`config.mk`:
```
export PLATFORM = sky130hd
export DESIGN_NAME = atxq_top
export DESIGN_NICKNAME = d
export VERILOG_FILES = /design/src/rtl/atxq_pkg.sv /design/src/rtl/atxq_host_dec.sv /design/src/rtl/atxq_fifo.sv /design/src/rtl/atxq_sender.sv /design/src/rtl/atxq_top.sv
export SDC_FILE = /design/constraint.sdc
export NUM_CORES = 1
export LEC_CHECK = 0
export BUFFER_PORTS_ARGS = -buffer_cell sky130_fd_sc_hd__clkbuf_2
export CORE_MARGIN = 2
export CORE_UTILIZATION = 55
export CTS_BUF_LIST = sky130_fd_sc_hd__clkbuf_8
export DETAILED_ROUTE_END_ITERATION = 8
export PLACE_DENSITY = 0.71
export SLEW_MARGIN = 20
export SYNTH_ARGS = -nofsm -noshare
export SYNTH_HDL_FRONTEND = slang
export SYNTH_HIERARCHICAL = 1
export SYNTH_SLANG_ARGS = --single-unit
export TNS_END_PERCENT = 100
```
`constraint.sdc`:
```
create_clock -name clk -period 6.34 [get_ports clk]
set_input_delay 1.585 -clock clk [delete_from_list [all_inputs] [get_ports clk]]
set_output_delay 1.585 -clock clk [all_outputs]
set_load 0.05 [all_outputs]
```
`src/rtl/atxq_pkg.sv`:
```
package atxq_pkg;
  typedef enum logic {
    Q_REQ = 1'b0,
    Q_RSP = 1'b1
  } qid_e;

  localparam int NUM_Q = 2;

  typedef struct packed {
    logic wr;
    logic close;
    qid_e qid;
  } host_cmd_t;
endpackage

```
`src/rtl/atxq_host_dec.sv`:
```
module atxq_host_dec
  import atxq_pkg::*;
(
  input  logic       host_wr,
  input  logic [1:0] host_addr,
  output logic [1:0] q_wr,
  output logic       q_close
);
  host_cmd_t cmd;

  always_comb begin
    cmd.wr    = host_wr;
    cmd.close = host_addr[0];
    cmd.qid   = host_addr[1] ? Q_RSP : Q_REQ;
  end

  always_comb begin
    q_wr = 2'b00;
    if (cmd.wr) q_wr[cmd.qid] = 1'b1;
    q_close = cmd.close;
  end
endmodule

```
`src/rtl/atxq_fifo.sv`:
```
module atxq_fifo #(
  parameter int DATA_W = 32,
  parameter int DEPTH  = 16
) (
  input  logic              clk,
  input  logic              rst,
  input  logic              wr_en,
  input  logic              wr_last,
  input  logic [DATA_W-1:0] wr_data,
  input  logic              rd_en,
  output logic [DATA_W-1:0] rd_data,
  output logic              rd_last,
  output logic              empty,
  output logic              full,
  output logic              pkt_avail,
  output logic              overflow
);
  localparam int AW = $clog2(DEPTH);
  localparam int PW = AW + 1;
  localparam int CW = $clog2(DEPTH + 1);
  localparam int EW = DATA_W + 1;

  logic [EW-1:0] mem [DEPTH];
  logic [PW-1:0] wptr, rptr, level;
  logic [CW-1:0] pcnt;
  logic          wr_ok, rd_ok, inc, dec;

  assign level = wptr - rptr;
  assign full  = (level == PW'(DEPTH));
  assign empty = (wptr == rptr);
  assign wr_ok = wr_en && !full;
  assign rd_ok = rd_en && !empty;
  assign inc   = wr_ok && wr_last;
  assign dec   = rd_ok && rd_last;

  always_ff @(posedge clk) begin
    if (wr_ok) mem[wptr[AW-1:0]] <= {wr_last, wr_data};
  end

  assign {rd_last, rd_data} = mem[rptr[AW-1:0]];

  always_ff @(posedge clk) begin
    if (rst) begin
      wptr <= '0;
      rptr <= '0;
    end else begin
      if (wr_ok) wptr <= wptr + 1'b1;
      if (rd_ok) rptr <= rptr + 1'b1;
    end
  end

  always_ff @(posedge clk) begin
    if (rst) begin
      pcnt <= '0;
    end else begin
      case ({inc, dec})
        2'b10:   pcnt <= pcnt + 1'b1;
        2'b01:   pcnt <= pcnt - 1'b1;
        default: pcnt <= pcnt;
      endcase
    end
  end

  assign pkt_avail = (pcnt != '0);

  always_ff @(posedge clk) begin
    if (rst) overflow <= 1'b0;
    else if (wr_en && full) overflow <= 1'b1;
  end

  // the sender never pops an empty queue
  p_pop_nonempty_r4: assert property (@(posedge clk) disable iff (rst)
    rd_en |-> !empty);

  // overflow flag is sticky
  p_ovf_sticky_r7: assert property (@(posedge clk) disable iff (rst)
    overflow |=> overflow);

  // a write into a full queue leaves the stored level unchanged
  p_full_discard_r7: assert property (@(posedge clk) disable iff (rst)
    (wr_en && full && !rd_en) |=> (level == $past(level)));

  // committed packets never exceed stored quadlets
  p_pcnt_bound_r3: assert property (@(posedge clk) disable iff (rst)
    PW'(pcnt) <= level);
endmodule

```
`src/rtl/atxq_sender.sv`:
```
module atxq_sender
  import atxq_pkg::*;
#(
  parameter int DATA_W = 32
) (
  input  logic                        clk,
  input  logic                        rst,
  input  logic [NUM_Q-1:0]            q_avail,
  input  logic [NUM_Q-1:0]            q_empty,
  input  logic [NUM_Q-1:0][DATA_W-1:0] q_data,
  input  logic [NUM_Q-1:0]            q_last,
  output logic [NUM_Q-1:0]            q_pop,
  output logic                        tx_valid,
  input  logic                        tx_ready,
  output logic [DATA_W-1:0]           tx_data,
  output logic                        tx_last,
  output logic                        tx_is_rsp
);
  logic in_pkt;
  qid_e cur_q, sel_q;
  logic adv, src_ok, pop;

  assign adv = !tx_valid || tx_ready;

  always_comb begin
    if (in_pkt) begin
      sel_q  = cur_q;
      src_ok = !q_empty[cur_q];
    end else begin
      sel_q  = q_avail[Q_RSP] ? Q_RSP : Q_REQ;
      src_ok = |q_avail;
    end
  end

  assign pop = adv && src_ok;

  always_comb begin
    q_pop = '0;
    if (pop) q_pop[sel_q] = 1'b1;
  end

  always_ff @(posedge clk) begin
    if (rst) begin
      tx_valid  <= 1'b0;
      tx_data   <= '0;
      tx_last   <= 1'b0;
      tx_is_rsp <= 1'b0;
      in_pkt    <= 1'b0;
      cur_q     <= Q_REQ;
    end else if (pop) begin
      tx_valid  <= 1'b1;
      tx_data   <= q_data[sel_q];
      tx_last   <= q_last[sel_q];
      tx_is_rsp <= (sel_q == Q_RSP);
      in_pkt    <= !q_last[sel_q];
      cur_q     <= sel_q;
    end else if (tx_ready) begin
      tx_valid  <= 1'b0;
    end
  end

  // offered quadlet holds under backpressure
  p_hold_r8: assert property (@(posedge clk) disable iff (rst)
    (tx_valid && !tx_ready) |=> (tx_valid && $stable(tx_data)
                                 && $stable(tx_last) && $stable(tx_is_rsp)));

  // a started packet continues back to back from the same queue
  p_no_interleave_r6: assert property (@(posedge clk) disable iff (rst)
    (tx_valid && tx_ready && !tx_last) |=> (tx_valid && (tx_is_rsp == $past(tx_is_rsp))));

  // at most one queue is popped per cycle
  p_single_pop_r1: assert property (@(posedge clk) disable iff (rst)
    $onehot0(q_pop));
endmodule

```
`src/rtl/atxq_top.sv`:
```
module atxq_top
  import atxq_pkg::*;
#(
  parameter int DATA_W = 32,
  parameter int DEPTH  = 16
) (
  input  logic              clk,
  input  logic              rst,
  input  logic              host_wr,
  input  logic [1:0]        host_addr,
  input  logic [DATA_W-1:0] host_data,
  output logic [1:0]        pkt_ready,
  output logic [1:0]        overflow,
  output logic              tx_valid,
  input  logic              tx_ready,
  output logic [DATA_W-1:0] tx_data,
  output logic              tx_last,
  output logic              tx_is_rsp
);
  logic [NUM_Q-1:0]             q_wr, q_pop, q_empty, q_full, q_avail, q_ovf, q_last;
  logic [NUM_Q-1:0][DATA_W-1:0] q_data;
  logic                         q_close;

  atxq_host_dec u_dec (
    .host_wr   (host_wr),
    .host_addr (host_addr),
    .q_wr      (q_wr),
    .q_close   (q_close)
  );

  for (genvar g = 0; g < NUM_Q; g++) begin : g_q
    atxq_fifo #(.DATA_W(DATA_W), .DEPTH(DEPTH)) u_fifo (
      .clk       (clk),
      .rst       (rst),
      .wr_en     (q_wr[g]),
      .wr_last   (q_close),
      .wr_data   (host_data),
      .rd_en     (q_pop[g]),
      .rd_data   (q_data[g]),
      .rd_last   (q_last[g]),
      .empty     (q_empty[g]),
      .full      (q_full[g]),
      .pkt_avail (q_avail[g]),
      .overflow  (q_ovf[g])
    );
  end

  atxq_sender #(.DATA_W(DATA_W)) u_send (
    .clk       (clk),
    .rst       (rst),
    .q_avail   (q_avail),
    .q_empty   (q_empty),
    .q_data    (q_data),
    .q_last    (q_last),
    .q_pop     (q_pop),
    .tx_valid  (tx_valid),
    .tx_ready  (tx_ready),
    .tx_data   (tx_data),
    .tx_last   (tx_last),
    .tx_is_rsp (tx_is_rsp)
  );

  assign pkt_ready = q_avail;
  assign overflow  = q_ovf;

  // nothing is offered unless some packet was committed
  p_commit_first_r2: assert property (@(posedge clk) disable iff (rst)
    ($rose(tx_valid) && !$past(tx_valid)) |-> $past(|q_avail));
endmodule

```
=== Word level (Yosys, flattened, before mapping) ===
Memory sizes are Yosys's and may differ from the RTL's. A register that Yosys moved wholly into a read port is not among the register bits.
Cells that the tools add are included.

* $add $sub $neg: 10
* Multipliers: 0
* Divide/modulo/power cells: 0
* Order comparisons: 5
* Equality and inequality tests: 8
* Shifts and indexed selects: 0
* Multiplexer cells: 28
* Bitwise gates (word level): 0
* Reductions and logical operators: 27

{| class="wikitable"
|+ Operator list
! kind !! number
|-
| two-way mux 32 bit || 2
|-
| adder 5 x 1 -> 5 bit, second input constant || 6
|-
| case mux 5 bit (2 select lines) || 2
|-
| two-way mux 1 bit || 16
|-
| two-way mux 4 bit || 4
|-
| logical AND 1 bit || 13
|-
| equality test 5 bit || 2
|-
| equality test 5 bit, second input constant || 2
|-
| nonzero test 5 bit || 2
|-
| subtractor 5 x 1 -> 5 bit, second input constant || 2
|-
| subtractor 5 bit || 2
|-
| zero test 1 bit || 7
|-
| < comparator 1 x 2 -> 1 bit, second input constant || 3
|-
| nonzero test 2 bit || 3
|-
| equality test 2 x 1 -> 1 bit, second input constant || 2
|-
| equality test 2 bit, second input constant || 2
|-
| two-way mux 2 bit || 2
|-
| demux 1 bit (select 1 bit) || 2
|-
| >= comparator 1 bit, second input constant || 2
|-
| OR reduction 2 bit || 1
|-
| logical OR 1 bit || 1
|}

* Register bits after elaboration: 68
* Bits in latches: 0
* RAM bits: 1056
* Bits in read-only memories: 0
* Input bits: 38
* Output and inout bits: 39
* Logic and storage cells: 93
* Memories kept: 2

{| class="wikitable"
|+ Memories
! memory !! words !! bits a word !! rd ports !! clocked after memory_dff !! wr ports !! RTL line !! text
|-
| g_q[0].u_fifo.mem || 16 || 33 || 1 || 1 || 1 || atxq_fifo.sv:23 || <nowiki>logic [EW-1:0] mem [DEPTH];</nowiki>
|-
| g_q[1].u_fifo.mem || 16 || 33 || 1 || 1 || 1 || atxq_fifo.sv:23 ||
|}

=== Longest topological paths before layout ===
* Depth after elaboration: 12
* Depth in mapped cells: 20
* Gate-level depth less buffers: 18

=== By module ===
Netlist, hierarchy kept.

{| class="wikitable"
|+ Modules (own cells, without submodules)
! module !! times used !! cells each !! area an instance (um^2) !! sequential area each (um^2)
|-
| atxq_fifo at g_q[1].u_fifo || 1 || 876 || 21543.2 || 16255.6
|-
| atxq_fifo at g_q[0].u_fifo || 1 || 876 || 21535.7 || 16255.6
|-
| atxq_sender || 1 || 167 || 1824.2 || 720.7
|-
| atxq_host_dec || 1 || 3 || 23.8 || 0.0
|}

=== Least setup slack after synthesis ===
Ideal clock, no wire load.

* Path type: input-to-reg
* Start: in host_addr[1]
* End: mem g_q[0].u_fifo/mem[3][0] in the netlist's numbering, enable pin
* Setup time: 0.506 ns
* Arrival time: 5.051 ns
* Data required time: 5.834 ns
* Path slack: 0.783 ns
* Stages: 3
* Buffers on the path: 0
* Path through: and2b_2 -> nand2_1 -> nor4_1

* Cells in the longest elaborated chain, start to end: 9
* Elaborated cells between the ends (all ways): 10
* Those cells by class: order compare (2); mux (6); reduce/logical (2)

{| class="wikitable"
|+ Ends and longest elaborated chain
! item !! RTL line !! text
|-
| start, declared || atxq_top.sv:10 || <nowiki>input logic [1:0] host_addr,</nowiki>
|-
| two-way mux 1 bit * || atxq_host_dec.sv:14 || <nowiki>cmd.qid = host_addr[1] ? Q_RSP : Q_REQ;</nowiki>
|-
| < comparator 1 x 2 -> 1 bit (not written as such) or >= comparator 1 bit (tied branches) || atxq_host_dec.sv:19 || <nowiki>if (cmd.wr) q_wr[cmd.qid] = 1'b1;</nowiki>
|-
| logical AND 1 bit (not written as such) || atxq_host_dec.sv:19 ||
|-
| two-way mux 1 bit (not written as such) || atxq_host_dec.sv:19 ||
|-
| demux 1 bit (select 1 bit) * || - ||
|-
| two-way mux 2 bit * || atxq_host_dec.sv:19 ||
|-
| logical AND 1 bit * || atxq_fifo.sv:31 || <nowiki>assign wr_ok = wr_en && !full;</nowiki>
|-
| two-way mux 1 bit * || atxq_fifo.sv:37 || <nowiki>if (wr_ok) mem[wptr[AW-1:0]] <= {wr_last, wr_data};</nowiki>
|-
| two-way mux 1 bit (not written as such) * || atxq_fifo.sv:37 ||
|-
| end, declared || atxq_fifo.sv:23 ||
|}

Mark *: on every way between the ends. The rest lies on a longest branch, timed or not.

=== Worst setup path in the final report ===
* Start: reg g_q[1].u_fifo.pcnt[1]
* End: reg g_q[0].u_fifo.pcnt[4]

* Cells in the longest elaborated chain, start to end: 12
* Elaborated cells between the ends (all ways): 18
* Those cells by class: order compare (2); eq/ne (2); mux (7); reduce/logical (7)

{| class="wikitable"
|+ Ends and longest elaborated chain
! item !! RTL line !! text
|-
| start, declared || atxq_fifo.sv:25 || <nowiki>logic [CW-1:0] pcnt;</nowiki>
|-
| start signal, assigned || atxq_fifo.sv:57 || <nowiki>2'b10: pcnt <= pcnt + 1'b1;</nowiki>
|-
| start signal, assigned || atxq_fifo.sv:58 || <nowiki>2'b01: pcnt <= pcnt - 1'b1;</nowiki>
|-
| start signal, assigned || atxq_fifo.sv:59 || <nowiki>default: pcnt <= pcnt;</nowiki>
|-
| nonzero test 5 bit * || atxq_fifo.sv:64 || <nowiki>assign pkt_avail = (pcnt != '0);</nowiki>
|-
| two-way mux 1 bit || atxq_sender.sv:30 || <nowiki>sel_q = q_avail[Q_RSP] ? Q_RSP : Q_REQ;</nowiki>
|-
| two-way mux 1 bit || atxq_sender.sv:26 || <nowiki>if (in_pkt) begin</nowiki>
|-
| < comparator 1 x 2 -> 1 bit (not written as such) or >= comparator 1 bit (tied branches) || atxq_sender.sv:39 || <nowiki>if (pop) q_pop[sel_q] = 1'b1;</nowiki>
|-
| logical AND 1 bit (not written as such) || atxq_sender.sv:39 ||
|-
| two-way mux 1 bit (not written as such) || atxq_sender.sv:39 ||
|-
| demux 1 bit (select 1 bit) || - ||
|-
| two-way mux 2 bit * || atxq_sender.sv:39 ||
|-
| via q_pop[0] || atxq_top.sv:20 || <nowiki>logic [NUM_Q-1:0] q_wr, q_pop, q_empty, q_full, q_avail, q_ovf, q_last;</nowiki>
|-
| logical AND 1 bit * || atxq_fifo.sv:32 || <nowiki>assign rd_ok = rd_en && !empty;</nowiki>
|-
| logical AND 1 bit * || atxq_fifo.sv:34 || <nowiki>assign dec = rd_ok && rd_last;</nowiki>
|-
| equality test 2 x 1 -> 1 bit or equality test 2 bit (tied branches) || atxq_fifo.sv:56 || <nowiki>case ({inc, dec})</nowiki>
|-
| case mux 5 bit (2 select lines) or nonzero test 2 bit (tied branches) || - ||
|-
| end signal, assigned || atxq_fifo.sv:57 ||
|-
| end signal, assigned || atxq_fifo.sv:58 ||
|-
| end signal, assigned || atxq_fifo.sv:59 ||
|-
| end, declared || atxq_fifo.sv:25 ||
|}

The timed path passes the listed nets; every way through them passes the cells marked *.
A chain may end at the register's enable or synchronous reset.

==> impl_metrics.py <==
metrics = {
    "run_status": {
        "status": "finished clean",
    },
    "yosys": {
        "ys_warn_count": 6,
        "async_reset_ff_frac": 0,
        "ys_types": 51,
        "syn_nets": 1988,
        "syn-instance-count": 1922,
        "yosysMostFrequentCell": "edfxtp_1",
        "synthTopCellsByArea": "edfxtp_1, mux4_2, mux4_1",
        "ys_seq_area_frac": 0.740,
        "synth-seq-cells": 1132,
        "yosys-top-cells-count": "edfxtp_1, mux4_2, mux4_1, dfxtp_1, nor2_1",
        "syn_area_um2": 44900,
        "avgSynthCellArea_um2": 23.4,
        "dominantRegCellSynth": "edfxtp_1",
        "synth-edff-count": 1056,
        "yosys.area.top_type": "edfxtp_1",
        "synth_top_area_share": 0.706,
    },
    "sta": {
        "tns_ns": 0,
        "slew_headroom": 0.262,
        "slew_violations": 0,
        "skew_ns": 0.0342,
        "hold_violations": 0,
        "fin_crit_ns": 4.18,
        "timing.final.ws_setup_ns": 2.16,
        "tightest_slew_ns": 1.11,
        "fmax_mhz": 239,
        "period_share": 0.660,
        "rsz0062_at_grt": "no",
        "setup_viol": 0,
        "whs_ns": 0.502,
    },
    "detailed_routing": {
        "totalWireLength_mm": 102,
        "vias_per_cell": 6.33,
        "drt_iter0_drc": 2659,
        "remaining_drc_errors": 0,
        "wire_per_inst_um": 30.6,
        "vias": 21100,
        "drtPass1Iterations": 5,
        "ant_nets": 0,
    },
    "setup_path": {
        "critPathMaxFanout": 22,
        "end_kind": "flip-flop",
        "path_class": "reg -> reg",
        "cp-start-kind": "flip-flop",
        "worst_ep_required_time_ns": 7.08,
        "critical_path_arrival_ns": 4.93,
    },
    "clock_tree": {
        "clock-sinks": 1132,
        "cts_resized": 0,
        "cts.path.max_buffers": 3,
        "htree_levels": 4,
        "post_cts_buffers": 0,
        "insertion_delay_ns": 0.82,
        "cts_buffers": 174,
        "cts_tree": "done",
        "cts_hold_buf": 0,
        "cts.reportedPaths.clkPinSlew_ns": 0.06,
        "root_buffer": "clkbuf_8",
    },
    "pwr": {
        "pwr-share-seq": 0.534,
        "p_sw_mw": 4.16,
        "p_per_area_nw_per_um2": 324,
        "p_comb_frac": 0.121,
        "swShare": 0.261,
        "internal_power_mw": 11.8,
        "power_mw": 15.9,
        "ir_worst_vdd_mv": 0.430,
        "leakagePower_nw": 16.0,
        "p_clk_frac": 0.345,
    },
    "cells_and_area": {
        "final_nets": 2190,
        "fin_util": 0.611,
        "fill_cells": 5577,
        "instances_no_fill": 3330,
        "drive_gt1_frac": 0.275,
        "syn2layout_area_growth_pct": 9.70,
        "fin_area_um2": 49300,
    },
    "global_routing": {
        "grtUsageTotal": 0.244,
        "grt_first_pass_wirelength_mm": 145,
        "grt_max_degree": 85,
        "grt_overflow": 0,
        "antenna_found_initial": 5,
        "grt_pass1_vias": 21300,
    },
    "place": {
        "place_area_um2": 46100,
        "place_congestion": 0.817,
        "port_buffers": 76,
        "dp.cells": 3007,
        "post-place-ws_ns": 1.81,
        "dp_hpwl_mm": 54.7,
    },
    "die": {
        "rows": 104,
        "pin_count": 77,
        "start_util": 0.557,
        "fp.coreArea_um2": 80700,
        "dieArea_um2": 84000,
        "die_h_um": 290,
        "die_w_um": 290,
    },
    "flow_run": {
        "max_cap_viol_count": 0,
    },
    "min_path": {
        "hold_path.class": "reg -> reg",
    },
}
==> cell families (layout without fill, tap and decap cells) <==
| group | Yosys count | count (layout) | share of synthesized area |
|---|---|---|---|
| other | 0 | 4 | 0 |
| buffers and inverters | 119 | 463 | 0.0251 |
| adder cells (fa/ha/maj) | 28 | 28 | 0.00813 |
| XOR/XNOR | 18 | 18 | 0.00351 |
| AND/OR/NAND/NOR | 176 | 176 | 0.0204 |
| flip-flops | 1132 | 1132 | 0.740 |
| multiplexers | 374 | 374 | 0.187 |
| AO/OA/AOI/OAI | 75 | 75 | 0.0158 |
==> state kept, by name, summed over array words and instances, names as in the netlist, named ones only <==
name and flops:
g_q.u_fifo/mem 1056, u_send/tx_data 32, g_q.u_fifo/pcnt 10, g_q.u_fifo/rptr 10
g_q.u_fifo/wptr 10, g_q.u_fifo/overflow 2, u_send/in_pkt 1, u_send/tx_is_rsp 1
u_send/tx_last 1, u_send/tx_valid 1
==> layout by cell type, fill, tap and decap left out, drive strengths merged, types with 3 or more instances in the layout <==
cell type	count
mux2	5
mux2i	39
xor2	8
and2	6
clkinv	63
dfxtp	76
edfxtp	1056
clkbuf	264
nand3	4
or3	6
and3	28
ha	26
nand2	13
nand4	4
o21a	4
nor2b	18
clkinvlp	3
mux4	330
a211oi	34
nor2	77
o21ai	6
nor4	4
buf	52
xnor2	10
a21oi	20
inv	81
nand2b	4
nor3	5
diode	4
==> power by group through the flow <==
stage / Sequential [mW] / Clock, mW / Combinational (mW)
final: 8.51 / 5.51 / 1.93
after global routing: 8.53 / 5.94 / 2.03
after CTS: 8.51 / 5.62 / 1.93
after detailed placement: 8.66 / 0 / 1.92
after global placement: 8.65 / 0 / 1.88
after floorplan: 8.96 / 0 / 1.16
==> routing by layer <==
layer | GRT usage | up-vias | routed length [um]
met2 | 0.367 | 1043 | 47600
li1 | - | 8668 | -
met1 | 0.348 | 11200 | 41700
met4 | 0.0812 | 0 | 2140
met3 | 0.0725 | 135 | 10200
met5 | 0 | - | 0
==> layout make-up <==
type                    count  area (um2)  area share
flip-flops and latches   1132       33300       0.675
multi-input cells         671       10600       0.216
clock buffers             189        2600      0.0528
well taps                1060        1330      0.0269
repair buffers            127         802      0.0163
clock inverters           129         577      0.0117
inverters                  18        67.6     0.00137
diodes                      4        10.0    0.000203
==> path summary, 6_finish.rpt <==
path                     startpoint                endpoint  slack [ns]  cells past startpoint
min reg2reg  g_q[1].u_fifo/overflow  g_q[1].u_fifo/overflow        0.50                      2
max           g_q[1].u_fifo/pcnt[1]   g_q[0].u_fifo/pcnt[4]        2.16                     16
min          g_q[1].u_fifo/overflow  g_q[1].u_fifo/overflow        0.50                      2
max reg2reg   g_q[1].u_fifo/pcnt[1]   g_q[0].u_fifo/pcnt[4]        2.16                     16
==> worst max-delay path, stage by stage (launching register included) <==
cell     delay, ns
dfxtp_1       0.34
nor4_1        0.29
nand2_1       0.25
mux2i_4       0.21
buf_4         0.53
and2_1        0.21
nor2b_1       0.39
and2_1        0.20
ha_1          0.22
inv_1         0.10
fa_1          0.40
nor2b_1       0.20
o21a_1        0.15
nor2_1        0.05
xnor2_1       0.13
or3_1         0.30
a21oi_1       0.13
(Power assumes the default switching activity.)
